**src/rtl/cis_line_timer.sv**
```systemverilog
module cis_line_timer #(
  parameter int DIV_W    = 8,
  parameter int LINE_W   = 16,
  parameter int PIXELS   = 2408,
  parameter int PREP     = 55,
  parameter int MIN_HALF = 25,
  parameter int FLUSH_LO = 53,
  parameter int FLUSH_HI = 56,
  localparam int CP_PIX   = PIXELS / 2,
  localparam int MIN_LINE = PREP + 1 + CP_PIX,
  localparam int IDX_W    = $clog2(PIXELS)
) (
  input  logic              clk,
  input  logic              rst_n,
  input  logic [DIV_W-1:0]  half_div,
  input  logic [LINE_W-1:0] line_len,
  input  logic              flush_req,
  output logic              cp,
  output logic              sp,
  output logic              sic,
  output logic              pix_valid,
  output logic [IDX_W-1:0]  pix_idx,
  output logic              line_start
);

  logic              run, hi, flush_line, pend;
  logic [DIV_W-1:0]  ph, hq;
  logic [LINE_W-1:0] cyc, per_q, voff;

  wire tick = ph == hq - DIV_W'(1);
  wire last = cyc == per_q - LINE_W'(1);
  wire wrap = !run || (tick && hi && last);
  wire [DIV_W-1:0]  hq_next  = (half_div < DIV_W'(MIN_HALF)) ? DIV_W'(MIN_HALF) : half_div;
  wire [LINE_W-1:0] per_next = (line_len < LINE_W'(MIN_LINE)) ? LINE_W'(MIN_LINE) : line_len;

  always_ff @(posedge clk or negedge rst_n) begin
    if (!rst_n) begin
      run        <= 1'b0;
      hi         <= 1'b0;
      ph         <= '0;
      cyc        <= '0;
      hq         <= DIV_W'(MIN_HALF);
      per_q      <= LINE_W'(MIN_LINE);
      flush_line <= 1'b0;
      pend       <= 1'b0;
    end else begin
      run  <= 1'b1;
      pend <= wrap ? 1'b0 : (pend | flush_req);
      if (wrap) begin
        ph         <= '0;
        hi         <= 1'b0;
        cyc        <= '0;
        hq         <= hq_next;
        per_q      <= per_next;
        flush_line <= pend | flush_req;
      end else if (tick) begin
        ph <= '0;
        hi <= ~hi;
        if (hi) cyc <= cyc + LINE_W'(1);
      end else begin
        ph <= ph + DIV_W'(1);
      end
    end
  end

  wire in_vid = cyc >= LINE_W'(PREP) && cyc < LINE_W'(PREP + CP_PIX);
  assign voff       = cyc - LINE_W'(PREP);
  assign cp         = run & hi;
  assign sp         = run & (cyc == '0);
  assign line_start = run & (cyc == '0) & !hi & (ph == '0);
  assign sic        = run & flush_line & (cyc >= LINE_W'(FLUSH_LO)) & (cyc <= LINE_W'(FLUSH_HI));
  assign pix_valid  = run & !flush_line & in_vid;
  assign pix_idx    = pix_valid ? IDX_W'({voff, hi}) : '0;

  logic              chk_cp_d;
  logic [LINE_W:0]   chk_gap;
  always_ff @(posedge clk or negedge rst_n) begin
    if (!rst_n) begin
      chk_cp_d <= 1'b0;
      chk_gap  <= '0;
    end else begin
      chk_cp_d <= cp;
      if (line_start)         chk_gap <= '0;
      else if (cp && !chk_cp_d) chk_gap <= chk_gap + 1'b1;
    end
  end

  AST_SP_FALLS_WITH_CP: assert property (@(posedge clk) disable iff (!rst_n) $fell(sp) |-> $fell(cp));
  AST_LINE_SPACING: assert property (@(posedge clk) disable iff (!rst_n) line_start |-> (chk_gap == '0 || chk_gap >= (LINE_W+1)'(MIN_LINE)));
  AST_IDX_BOUND: assert property (@(posedge clk) disable iff (!rst_n) pix_valid |-> pix_idx < IDX_W'(PIXELS));
  AST_FLUSH_NO_VIDEO: assert property (@(posedge clk) disable iff (!rst_n) sic |-> !pix_valid);
  AST_START_ONE_CLK: assert property (@(posedge clk) disable iff (!rst_n) line_start |=> !line_start);

endmodule

```
**config.mk**
```make
export PLATFORM = sky130hd
export DESIGN_NAME = cis_line_timer
export DESIGN_NICKNAME = d
export VERILOG_FILES = /design/src/rtl/cis_line_timer.sv
export SDC_FILE = /design/constraint.sdc
export NUM_CORES = 1
export LEC_CHECK = 0
export CORE_MARGIN = 5
export CORE_UTILIZATION = 25
export DETAILED_ROUTE_END_ITERATION = 6
export DONT_BUFFER_PORTS = 1
export HOLD_SLACK_MARGIN = 0.06
export PLACE_DENSITY = 0.41
export SYNTH_ARGS = -nofsm -noshare
export SYNTH_HDL_FRONTEND = slang
export SYNTH_SLANG_ARGS = --single-unit
```
**constraint.sdc**
```tcl
create_clock -name clk -period 3.45 [get_ports clk]
set_input_delay 0.1725 -clock clk [delete_from_list [all_inputs] [get_ports clk]]
set_output_delay 0.1725 -clock clk [all_outputs]
set_load 0.01 [all_outputs]
```
# Word level (Yosys, flattened, before mapping)
# Index checks and enable logic that the tools add are counted.
[totals] reg_bits=52 inputBits=27 out_inout_bits=17 word_cells=55
[op_classes] eq_ne=2 addsub=5 n_bitwise=11 n_mux=11 reduce_logical=12 n_lt_le_gt_ge=6
[ops] cell="2-to-1 mux 16 bit" count=4
[ops] cell=">= comparator 16 x 6 -> 1 bit (second input constant)" count=2
[ops] cell="less-than comparator 16 x 11 -> 1 bit (second input constant)" count=2
[ops] cell="2-to-1 mux 8 bit" count=3
[ops] cell="adder 16 x 1 -> 16 bit (second input constant)" count=1
[ops] cell="== test 16 bit" count=1
[ops] cell="<= comparator 16 x 6 -> 1 bit (second input constant)" count=1
[ops] cell="logical NOT 16 bit" count=1
[ops] cell="subtractor 16 x 1 -> 16 bit (second input constant)" count=1
[ops] cell="2-to-1 mux 12 bit" count=1
[ops] cell="subtractor 11 x 6 -> 11 bit (second input constant)" count=1
[ops] cell="bitwise AND 1 bit" count=9
[ops] cell="adder 8 x 1 -> 8 bit (second input constant)" count=1
[ops] cell="== test 8 bit" count=1
[ops] cell="logical NOT 8 bit" count=1
[ops] cell="less-than comparator 8 x 5 -> 1 bit (second input constant)" count=1
[ops] cell="subtractor 8 x 1 -> 8 bit (second input constant)" count=1
[ops] cell="nonzero test 2 bit" count=2
[ops] cell="logical AND 1 bit" count=3
[ops] cell="logical NOT 1 bit" count=3
[ops] cell="2-to-1 mux 1 bit" count=3
[ops] cell="AND reduction 2 bit" count=1
[ops] cell="logical OR 1 bit" count=1
[ops] cell="inverter 1 bit" count=1
[ops] cell="bitwise OR 1 bit" count=1

# Depth between registers and ports, before layout
# Gate-level depths: netlist of run 1.
[depth] depth_word=7 ltp_mapped=12 ltp_nobuf=9

# Worst setup path before layout of run 1
# OpenSTA, ideal clock, no wires.
[synth_path] path_type="flip-flop to flip-flop" from="register per_q[0]" to="register hq[5]" path_stages_with_launch=11 required_time_ns=3.322 t_arrival_ns=2.756 setup_ns=0.128 path_buffers=1 slack_ns=0.567 path_cell_list="dfrtp_1 inv_1 ha_1 nor4b_1 nand2_1 or4_1 nor2_1 a21oi_1 o41ai_4 buf_4 mux2_1"
[synth_between] elab_chain_cells=4
[synth_rtl] item="start: declaration" line_no="28" source="logic [LINE_W-1:0] cyc, per_q, voff;"
[synth_rtl] item="start signal: assignment" line_no="43" source="per_q <= LINE_W'(MIN_LINE);"
[synth_rtl] item="start signal: assignment" line_no="54" source="per_q <= per_next;"
[synth_rtl] item="subtractor 16 x 1 -> 16 bit" line_no="31" source="wire last = cyc == per_q - LINE_W'(1);"
[synth_rtl] item="== test 16 bit" line_no="31"
[synth_rtl] item="logical AND 1 bit" line_no="32" source="wire wrap = !run || (tick && hi && last);"
[synth_rtl] item="logical OR 1 bit" line_no="32"
[synth_rtl] item="end signal: assignment" line_no="42" source="hq <= DIV_W'(MIN_HALF);"
[synth_rtl] item="end signal: assignment" line_no="53" source="hq <= hq_next;"
[synth_rtl] item="end: declaration" line_no="27" source="logic [DIV_W-1:0] ph, hq;"
# No other way between the ends.
# A chain may end at the register's enable or synchronous reset.

# Worst setup path in the final report of run 1
[layout_path] from="register per_q[0]" to="register per_q[11]"
[layout_between] elab_chain_cells=4
[layout_rtl] item="subtractor 16 x 1 -> 16 bit" line_no="31"
[layout_rtl] item="== test 16 bit" line_no="31"
[layout_rtl] item="logical AND 1 bit" line_no="32"
[layout_rtl] item="logical OR 1 bit" line_no="32"
# No other way between the ends.

==> key figures, run 1 <==
GRT
  • Maximum number of pins on one net before global-route repair: 53
  • Combined global-route utilization of all metal layers: 11.9%
  • Remaining global-route overflow: 0
  • Vias in the first global route: 2967
  • Antenna violations before repair: 0
  • Wire length of the first global-routing pass: 15800 µm

Critical path
  • Top Family by Delay on Critical Path: simple AND/OR/NAND/NOR gates
  • Number of buffer and inverter stages on the critical path: 2
  • Worst setup SP type: register
  • Arrival time at the worst endpoint: 3.33 ns
  • Cells along the critical path: inv_1 > ha_1 > nor4b_1 > nand2_1 > or4_1 > nor2_1 > a21oi_1 > o41ai_4 > buf_12 > mux2_1
  • Kind of end point of the critical path: register
  • Required time at the worst-slack endpoint: 3.64 ns
  • Number of logic stages on the critical path including buffering: 10
  • Delay of the slowest cell on the worst path: 0.48 ns
  • Worst-case reg-to-reg path depth: 10
  • Slowest cell on the critical path: sky130_fd_sc_hd__or4_1
  • Biggest fanout along the worst timing path: 42
  • Worst setup path class: register to register

Place
  • Number of port buffers: 0
  • Detail Placement HPWL: 7270 µm
  • Instance area at placement: 3830 µm²
  • Last weighted congestion value of the routability-driven placer: 0.814
  • Post-placement cell count: 587

Drt
  • Total length of routed wires: 9880 µm
  • Top Metal Used: met4
  • Detailed router's first-iteration violation count: 158
  • Via/cell ratio: 4.89
  • Met3 wire length: 430 µm
  • Wl on met1: 4490 µm
  • Met2 Routed Length: 4870 µm
  • First-pass iteration count of the detailed router: 4
  • Detailed-route DRC error count: 0
  • Overall via count from detail_route: 3012
  • Post-route ant nets: 0
  • Mean routed wirelength per cell: 16.0 µm

Floorplan
  • Boundary pin count: 44
  • Core Box Area: 14400 µm²
  • Effective utilization at floorplan: 25.2%
  • Die height: 130 µm
  • Placement row count: 44
  • Full die area: 17000 µm²
  • Die width: 130 µm

Logic synthesis
  • Count of warnings emitted by yosys: 0
  • Most area-consuming cells after synthesis: sky130_fd_sc_hd__dfrtp_1 (30%), sky130_fd_sc_hd__dfstp_2 (6.5%), sky130_fd_sc_hd__xnor2_1 (6.0%)
  • Mux share of post-synthesis cell area: 7.86%
  • Post-synthesis share of cell area spent on xor and xnor gates: 10.9%
  • Synth cell count leaders: sky130_fd_sc_hd__nor2_1 (50), sky130_fd_sc_hd__dfrtp_1 (43), sky130_fd_sc_hd__inv_1 (26), sky130_fd_sc_hd__a21oi_1 (25), sky130_fd_sc_hd__xnor2_1 (25)
  • Post-synthesis async set-or-reset flop share: 100%
  • Primary flip-flop cell chosen by synthesis mapping: sky130_fd_sc_hd__dfrtp_1
  • Simple-gate area share of the yosys netlist: 24.4%
  • Cell with the most instances after synthesis: sky130_fd_sc_hd__nor2_1
  • Yosys top cell by area: sky130_fd_sc_hd__dfrtp_1
  • Largest family of logic cells by synthesized area: simple AND/OR/NAND/NOR gates
  • Cell area after technology mapping: 3630 µm²
  • Number of nets produced by synthesis: 453
  • Synth cell types: 54
  • Register area share after synthesis: 36.2%
  • Share of synthesized cell area in full adder, half adder and majority cells: 2.76%
  • Portion of synthesized cell area occupied by the leading cell type: 29.7%
  • Syn avg cell area: 8.68 µm²
  • Count of flip-flops with a built-in enable after synthesis: 0
  • Compound-cell area share of the yosys netlist: 12.4%
  • Flop and latch count out of synthesis: 52
  • Number of cells produced by synthesis: 418

Pwr
  • P_leak: 1.71 nW
  • Areal power density over the cells: 345 nW/µm²
  • Total power draw: 1.45 mW
  • Maximum ir drop on the vdd rail: 0.190 mV

Clock tree
  • CTS tree: done
  • Clock transition time at the flip-flop clock pins of the worst setup and hold paths: 0.07 ns
  • CTS max path bufs: 2
  • Post-CTS setup-driven buffer insertion count: 0
  • Clock latency of the later-clocked register in the worst-skew pair: 0.30 ns
  • Number of buffers added by the clock tree synthesis step: 5
  • Clock root buffer: sky130_fd_sc_hd__clkbuf_16
  • Sink Count: 52
  • Gates resized, CTS repair: 0
  • CTS H-tree depth: 2

Layout
  • Final Net Count: 466
  • Post-Layout Inst Area: 4210 µm²
  • Area added between synthesis and finish: 16.0%
  • Proportion of layout cells with a drive suffix above 1: 8.33%
  • Number of antenna cells inserted: 0
  • Post-layout instance count excluding filler cells: 616

Timing
  • Unrepaired setup endpoints after global routing: no
  • Headroom to the max-slew limit: 47.0%
  • Pin slew with the least headroom to its limit: 0.788 ns
  • Largest clock skew in the final design: 0.00557 ns
  • Achievable clock frequency: 318 MHz
  • Number of max-slew violations in the final report: 0
  • Final period utilization: 91.2%
  • Hold Fails Final Rpt: 0
  • Setup violators final: 0
  • Shortest clock period the worst path allows after layout: 3.14 ns
  • Final TNS setup: 0 ns

Outcome
  • Run status: finished clean

Run
  • Max-cap violations: 0

Min path
  • Hold Crit Class: input pin to register
  • Hold path depth: 2
==> logic make-up after synthesis <==
kind of cell / count (synthesis)
buf+inv: 49
compound gates: 70
flops: 52
fa+ha+maj: 8
mux: 27
other cells: 1
simple gates: 166
xor+xnor: 45
==> final timing paths <==
kind,start,endpoint,slack [ns]
worst max-delay path,per_q[0]$_DFFE_PN0N_,per_q[11]$_DFFE_PN0N_,0.31
worst min-delay path,half_div[3],hq[3]$_DFFE_PN1N_,0.07
worst max register to register,per_q[0]$_DFFE_PN0N_,per_q[11]$_DFFE_PN0N_,0.31
worst min register to register,pend$_DFF_PN0_,pend$_DFF_PN0_,0.51
max in group asynchronous,rst_n,hq[0]$_DFFE_PN1N_,2.74
min in group asynchronous,rst_n,per_q[9]$_DFFE_PN0N_,0.39
==> worst register-to-register path, stage by stage, from the launching register on <==
cell                      delay (ns)
sky130_fd_sc_hd__dfrtp_1        0.42
sky130_fd_sc_hd__inv_1          0.12
sky130_fd_sc_hd__ha_1           0.23
sky130_fd_sc_hd__nor4b_1        0.37
sky130_fd_sc_hd__nand2_1        0.18
sky130_fd_sc_hd__or4_1          0.48
sky130_fd_sc_hd__nor2_1         0.10
sky130_fd_sc_hd__a21oi_1        0.08
sky130_fd_sc_hd__o41ai_4        0.41
sky130_fd_sc_hd__buf_12         0.30
sky130_fd_sc_hd__mux2_1         0.37
==> final cells by class <==
| cell class | count | area [µm²] |
|---|---|---|
| Sequential cell | 52 | 1310 |
| Clock buffer | 7 | 143 |
| Timing Repair Buffer | 29 | 300 |
| Inverter | 26 | 97.6 |
| Multi-Input combinational cell | 317 | 2120 |
| Fill cell | 1503 | 10200 |
| Tap cell | 184 | 230 |
| Clock inverter | 1 | 7.51 |
==> power breakdown <==
part           switching, mW  internal, mW
Sequential            0.0530         0.654
Combinational          0.114         0.105
Clock                  0.234         0.290
==> registers in the layout, indices dropped and copies added, names as in the netlist <==
signal	flops
ph	8
flush_line	1
per_q	16
run	1
hi	1
cyc	16
pend	1
hq	8
==> through the flow <==
step                      hold slack [ns]  setup slack (ns)  util, %
after global routing               0.0717             0.127     29.3
after detailed placement           -0.119             0.316     26.7
after global placement             -0.119             0.328     26.7
after floorplan                    -0.123             0.567        -
final                              0.0690             0.305     29.3
after CTS                          0.0673             0.294     29.3
==> layout by cell type, fill, tap and decap left out, types with 8 or more instances in the layout <==
master                          instances
sky130_fd_sc_hd__nand2_1               15
sky130_fd_sc_hd__or4_1                 11
sky130_fd_sc_hd__nand3_1               19
sky130_fd_sc_hd__o21ai_0               18
sky130_fd_sc_hd__mux2i_1               15
sky130_fd_sc_hd__or3_1                 12
sky130_fd_sc_hd__ha_1                   8
sky130_fd_sc_hd__xor2_1                20
sky130_fd_sc_hd__nor4_1                 8
sky130_fd_sc_hd__mux2_1                 8
sky130_fd_sc_hd__nor3_1                12
sky130_fd_sc_hd__dlygate4sd3_1         20
sky130_fd_sc_hd__a21oi_1               25
sky130_fd_sc_hd__nor2_1                50
sky130_fd_sc_hd__xnor2_1               25
sky130_fd_sc_hd__dfrtp_1               43
sky130_fd_sc_hd__inv_1                 26
sky130_fd_sc_hd__dfstp_2                9
==> what timing repair did <==
action	in CTS	in global routing
endpoints found under the setup margin	0	0
hold buffers	21	0
endpoints found under the hold margin	72	0
==> per-layer routing <==
layer | GRT usage, % | vias to the layer above
met5 | 0 | -
met4 | 3.45 | 0
met3 | 3.46 | 4
met2 | 19.7 | 44
met1 | 15.2 | 1457
li1 | - | 1507
No activity file was read; power rests on OpenSTA's default activity.
==> run 2: changes to the inputs <==
--- a/config.mk
+++ b/config.mk
@@ -5,12 +5,12 @@
 export SDC_FILE = /design/constraint.sdc
 export NUM_CORES = 1
 export LEC_CHECK = 0
+export BUFFER_PORTS_ARGS = -buffer_cell sky130_fd_sc_hd__buf_4
 export CORE_MARGIN = 5
 export CORE_UTILIZATION = 25
 export DETAILED_ROUTE_END_ITERATION = 6
-export DONT_BUFFER_PORTS = 1
 export HOLD_SLACK_MARGIN = 0.06
-export PLACE_DENSITY = 0.41
+export PLACE_DENSITY = 0.44
 export SYNTH_ARGS = -nofsm -noshare
 export SYNTH_HDL_FRONTEND = slang
 export SYNTH_SLANG_ARGS = --single-unit
==> run 2 against run 1 <==
Compared with the run above:
- final cell count is 3.6% higher
- power grew 0.52%
- design area up 2.4%
- clock skew up 0.0029 ns
- combinational power up 2%
- critical path depth down 1
- clock power hardly changed
- hold slack better by 0.024 ns
- largest cell class unchanged
- highest routed layer unchanged
==> key figures, run 2 (same netlist as run 1, synthesis figures left out) <==
Timing
  • WHS: 0.0928 ns (+0.0237 ns)
  • Pin slew with the least headroom to its limit: 0.695 ns (-0.0924 ns)
  • Largest clock skew in the final design: 0.00848 ns (+0.00292 ns)
  • Headroom to the max-slew limit: 53.6% (+6.6 points)
  • Unrepaired setup endpoints after global routing: no
  • Number of max-slew violations in the final report: 0 (unchanged)
  • Achievable clock frequency: 312 MHz (-1.7%)
  • Setup violators final: 0 (unchanged)
  • Final TNS setup: 0 ns (unchanged)
  • Final period utilization: 92.8% (+1.6 points)
  • Shortest clock period the worst path allows after layout: 3.20 ns (+0.0556 ns)
  • Hold Fails Final Rpt: 0 (unchanged)

Critical path
  • Required time at the worst-slack endpoint: 3.63 ns (about the same)
  • Kind of end point of the critical path: register
  • Biggest fanout along the worst timing path: 12 (-71%)
  • Worst setup path class: register to register
  • Worst setup SP type: register
  • Arrival time at the worst endpoint: 3.38 ns (+0.05 ns)

Place
  • Number of port buffers: 43 (+43)
  • Last weighted congestion value of the routability-driven placer: 0.826 (+1.5%)
  • Instance area at placement: 4150 µm² (+8.2%)
  • Detail Placement HPWL: 7280 µm (about the same)

GRT
  • Vias in the first global route: 3170 (+6.8%)
  • Maximum number of pins on one net before global-route repair: 53 (unchanged)
  • Remaining global-route overflow: 0 (unchanged)
  • Combined global-route utilization of all metal layers: 11.8% (-0.10 points)
  • Wire length of the first global-routing pass: 16100 µm (+1.9%)
  • Antenna violations before repair: 0 (unchanged)

Floorplan
  • Effective utilization at floorplan: 25.2% (unchanged)
  • Die width: 130 µm (unchanged)
  • Core Box Area: 14400 µm² (unchanged)
  • Boundary pin count: 44 (unchanged)
  • Die height: 130 µm (unchanged)
  • Placement row count: 44 (unchanged)
  • Full die area: 17000 µm² (unchanged)

Layout
  • Registers with the most flip-flops: cyc: 16 flops, per_q: 16 flops
  • Final Net Count: 488 (+4.7%)
  • Number of antenna cells inserted: 0 (unchanged)
  • Commonest cells after routing, fill and taps aside: sky130_fd_sc_hd__nor2_1 (50), sky130_fd_sc_hd__buf_4 (49), sky130_fd_sc_hd__dfrtp_1 (43)
  • Most common cell after layout, fill and taps aside: sky130_fd_sc_hd__nor2_1
  • End-of-flow core utilization: 30.0% (+0.71 points)
  • Post-Layout Inst Area: 4310 µm² (+2.4%)
  • Proportion of layout cells with a drive suffix above 1: 17.4% (+9.1 points)
  • Area added between synthesis and finish: 18.9%

Clock tree
  • Clock root buffer: sky130_fd_sc_hd__clkbuf_16
  • Clock latency of the later-clocked register in the worst-skew pair: 0.30 ns (about the same)
  • Sink Count: 52 (unchanged)
  • Number of buffers added by the clock tree synthesis step: 5 (unchanged)
  • Clock transition time at the flip-flop clock pins of the worst setup and hold paths: 0.07 ns (about the same)
  • Post-CTS setup-driven buffer insertion count: 0 (unchanged)
  • CTS tree: done
  • CTS H-tree depth: 2 (unchanged)
  • CTS max path bufs: 2 (unchanged)

Drt
  • Mean routed wirelength per cell: 15.4 µm (-3.8%)
  • Detailed router's first-iteration violation count: 194 (+23%)
  • Post-route ant nets: 0 (unchanged)
  • Detailed-route DRC error count: 0 (unchanged)
  • Via/cell ratio: 4.98 (+1.8%)
  • First-pass iteration count of the detailed router: 4 (unchanged)
  • Overall via count from detail_route: 3175 (+5.4%)
  • Total length of routed wires: 9840 µm (-0.37%)

Pwr
  • Total power draw: 1.46 mW (+0.52%)
  • Switching part of the total: 28.0% (+0.35 points)
  • Sequential share of power: 48.6% (-0.2 points)
  • Internal portion of total power: 1.05 mW (about the same)
  • Maximum ir drop on the vdd rail: 0.173 mV (-9.3%)
  • P_leak: 1.84 nW (+7.4%)
  • Comb power frac: 15.3% (+0.2 points)
  • Areal power density over the cells: 338 nW/µm² (-1.9%)
  • Clock share of power: 36.1% (about the same)
  • Net switching power figure: 408 µW (+1.8%)

Run
  • Max-cap violations: 0 (unchanged)

Outcome
  • Run status: finished clean

Min path
  • Hold Crit Class: input pin to register
==> run 2: final cells by class <==
cell class              count  area [µm²]
fillers                  1521       10100
multi-input cells         317        2120
flip-flops and latches     52        1310
repair buffers             51         398
well taps                 184         230
clock buffers               6         139
inverters                  26        97.6
clock inverters             2        10.0
==> run 2: worst max-delay path, cell delays in order, from the launching register on <==
cell	delay [ns]
sky130_fd_sc_hd__dfrtp_1	0.42
sky130_fd_sc_hd__inv_1	0.12
sky130_fd_sc_hd__ha_1	0.24
sky130_fd_sc_hd__or4b_4	0.53
sky130_fd_sc_hd__a211o_1	0.27
sky130_fd_sc_hd__nor4_1	0.31
sky130_fd_sc_hd__nand4_1	0.20
sky130_fd_sc_hd__o41ai_4	0.33
sky130_fd_sc_hd__buf_4	0.30
sky130_fd_sc_hd__mux2_2	0.36
==> run 2: worst paths after layout <==
| path | start | endpoint | slack (ns) | depth (start not counted) |
|---|---|---|---|---|
| setup / recovery | per_q[0]$_DFFE_PN0N_ | per_q[9]$_DFFE_PN0N_ | 0.25 | 9 |
| hold / removal | half_div[6] | hq[6]$_DFFE_PN0N_ | 0.09 | 2 |
| setup reg to reg | per_q[0]$_DFFE_PN0N_ | per_q[9]$_DFFE_PN0N_ | 0.25 | 9 |
| hold reg to reg | pend$_DFF_PN0_ | pend$_DFF_PN0_ | 0.50 | 2 |
| max in group asynchronous | rst_n | per_q[15]$_DFFE_PN0N_ | 2.52 | 2 |
| min in group asynchronous | rst_n | cyc[0]$_DFFE_PN0P_ | 0.47 | 2 |
==> run 2: metal layers <==
layer	global-route usage (%)	wire (µm)
met3	2.20	396
met2	20.0	4750
met5	0	0
met1	15.5	4580
met4	3.21	110
==> run 2: timing repair <==
item                                    CTS  global route
endpoints found under the setup margin    0             8
gates resized for setup                   0             1
hold endpoints to repair                 43             0
hold buffers                              1             0
==> run 2: stage by stage <==
step / instances / setup WS, ns
after floorplan: 418 / 0.567
after global placement: 629 / 0.305
after detailed placement: 629 / 0.241
after CTS: 638 / 0.218
after global routing: 638 / 0.0812
final: 638 / 0.250
==> run 2: power by group through the flow <==
stage	sequential (mW)	combinational [mW]	clock [mW]
after global routing	0.715	0.253	0.566
final	0.708	0.223	0.526
after global placement	0.718	0.222	0
after detailed placement	0.718	0.225	0
after CTS	0.707	0.227	0.544
after floorplan	0.694	0.159	0
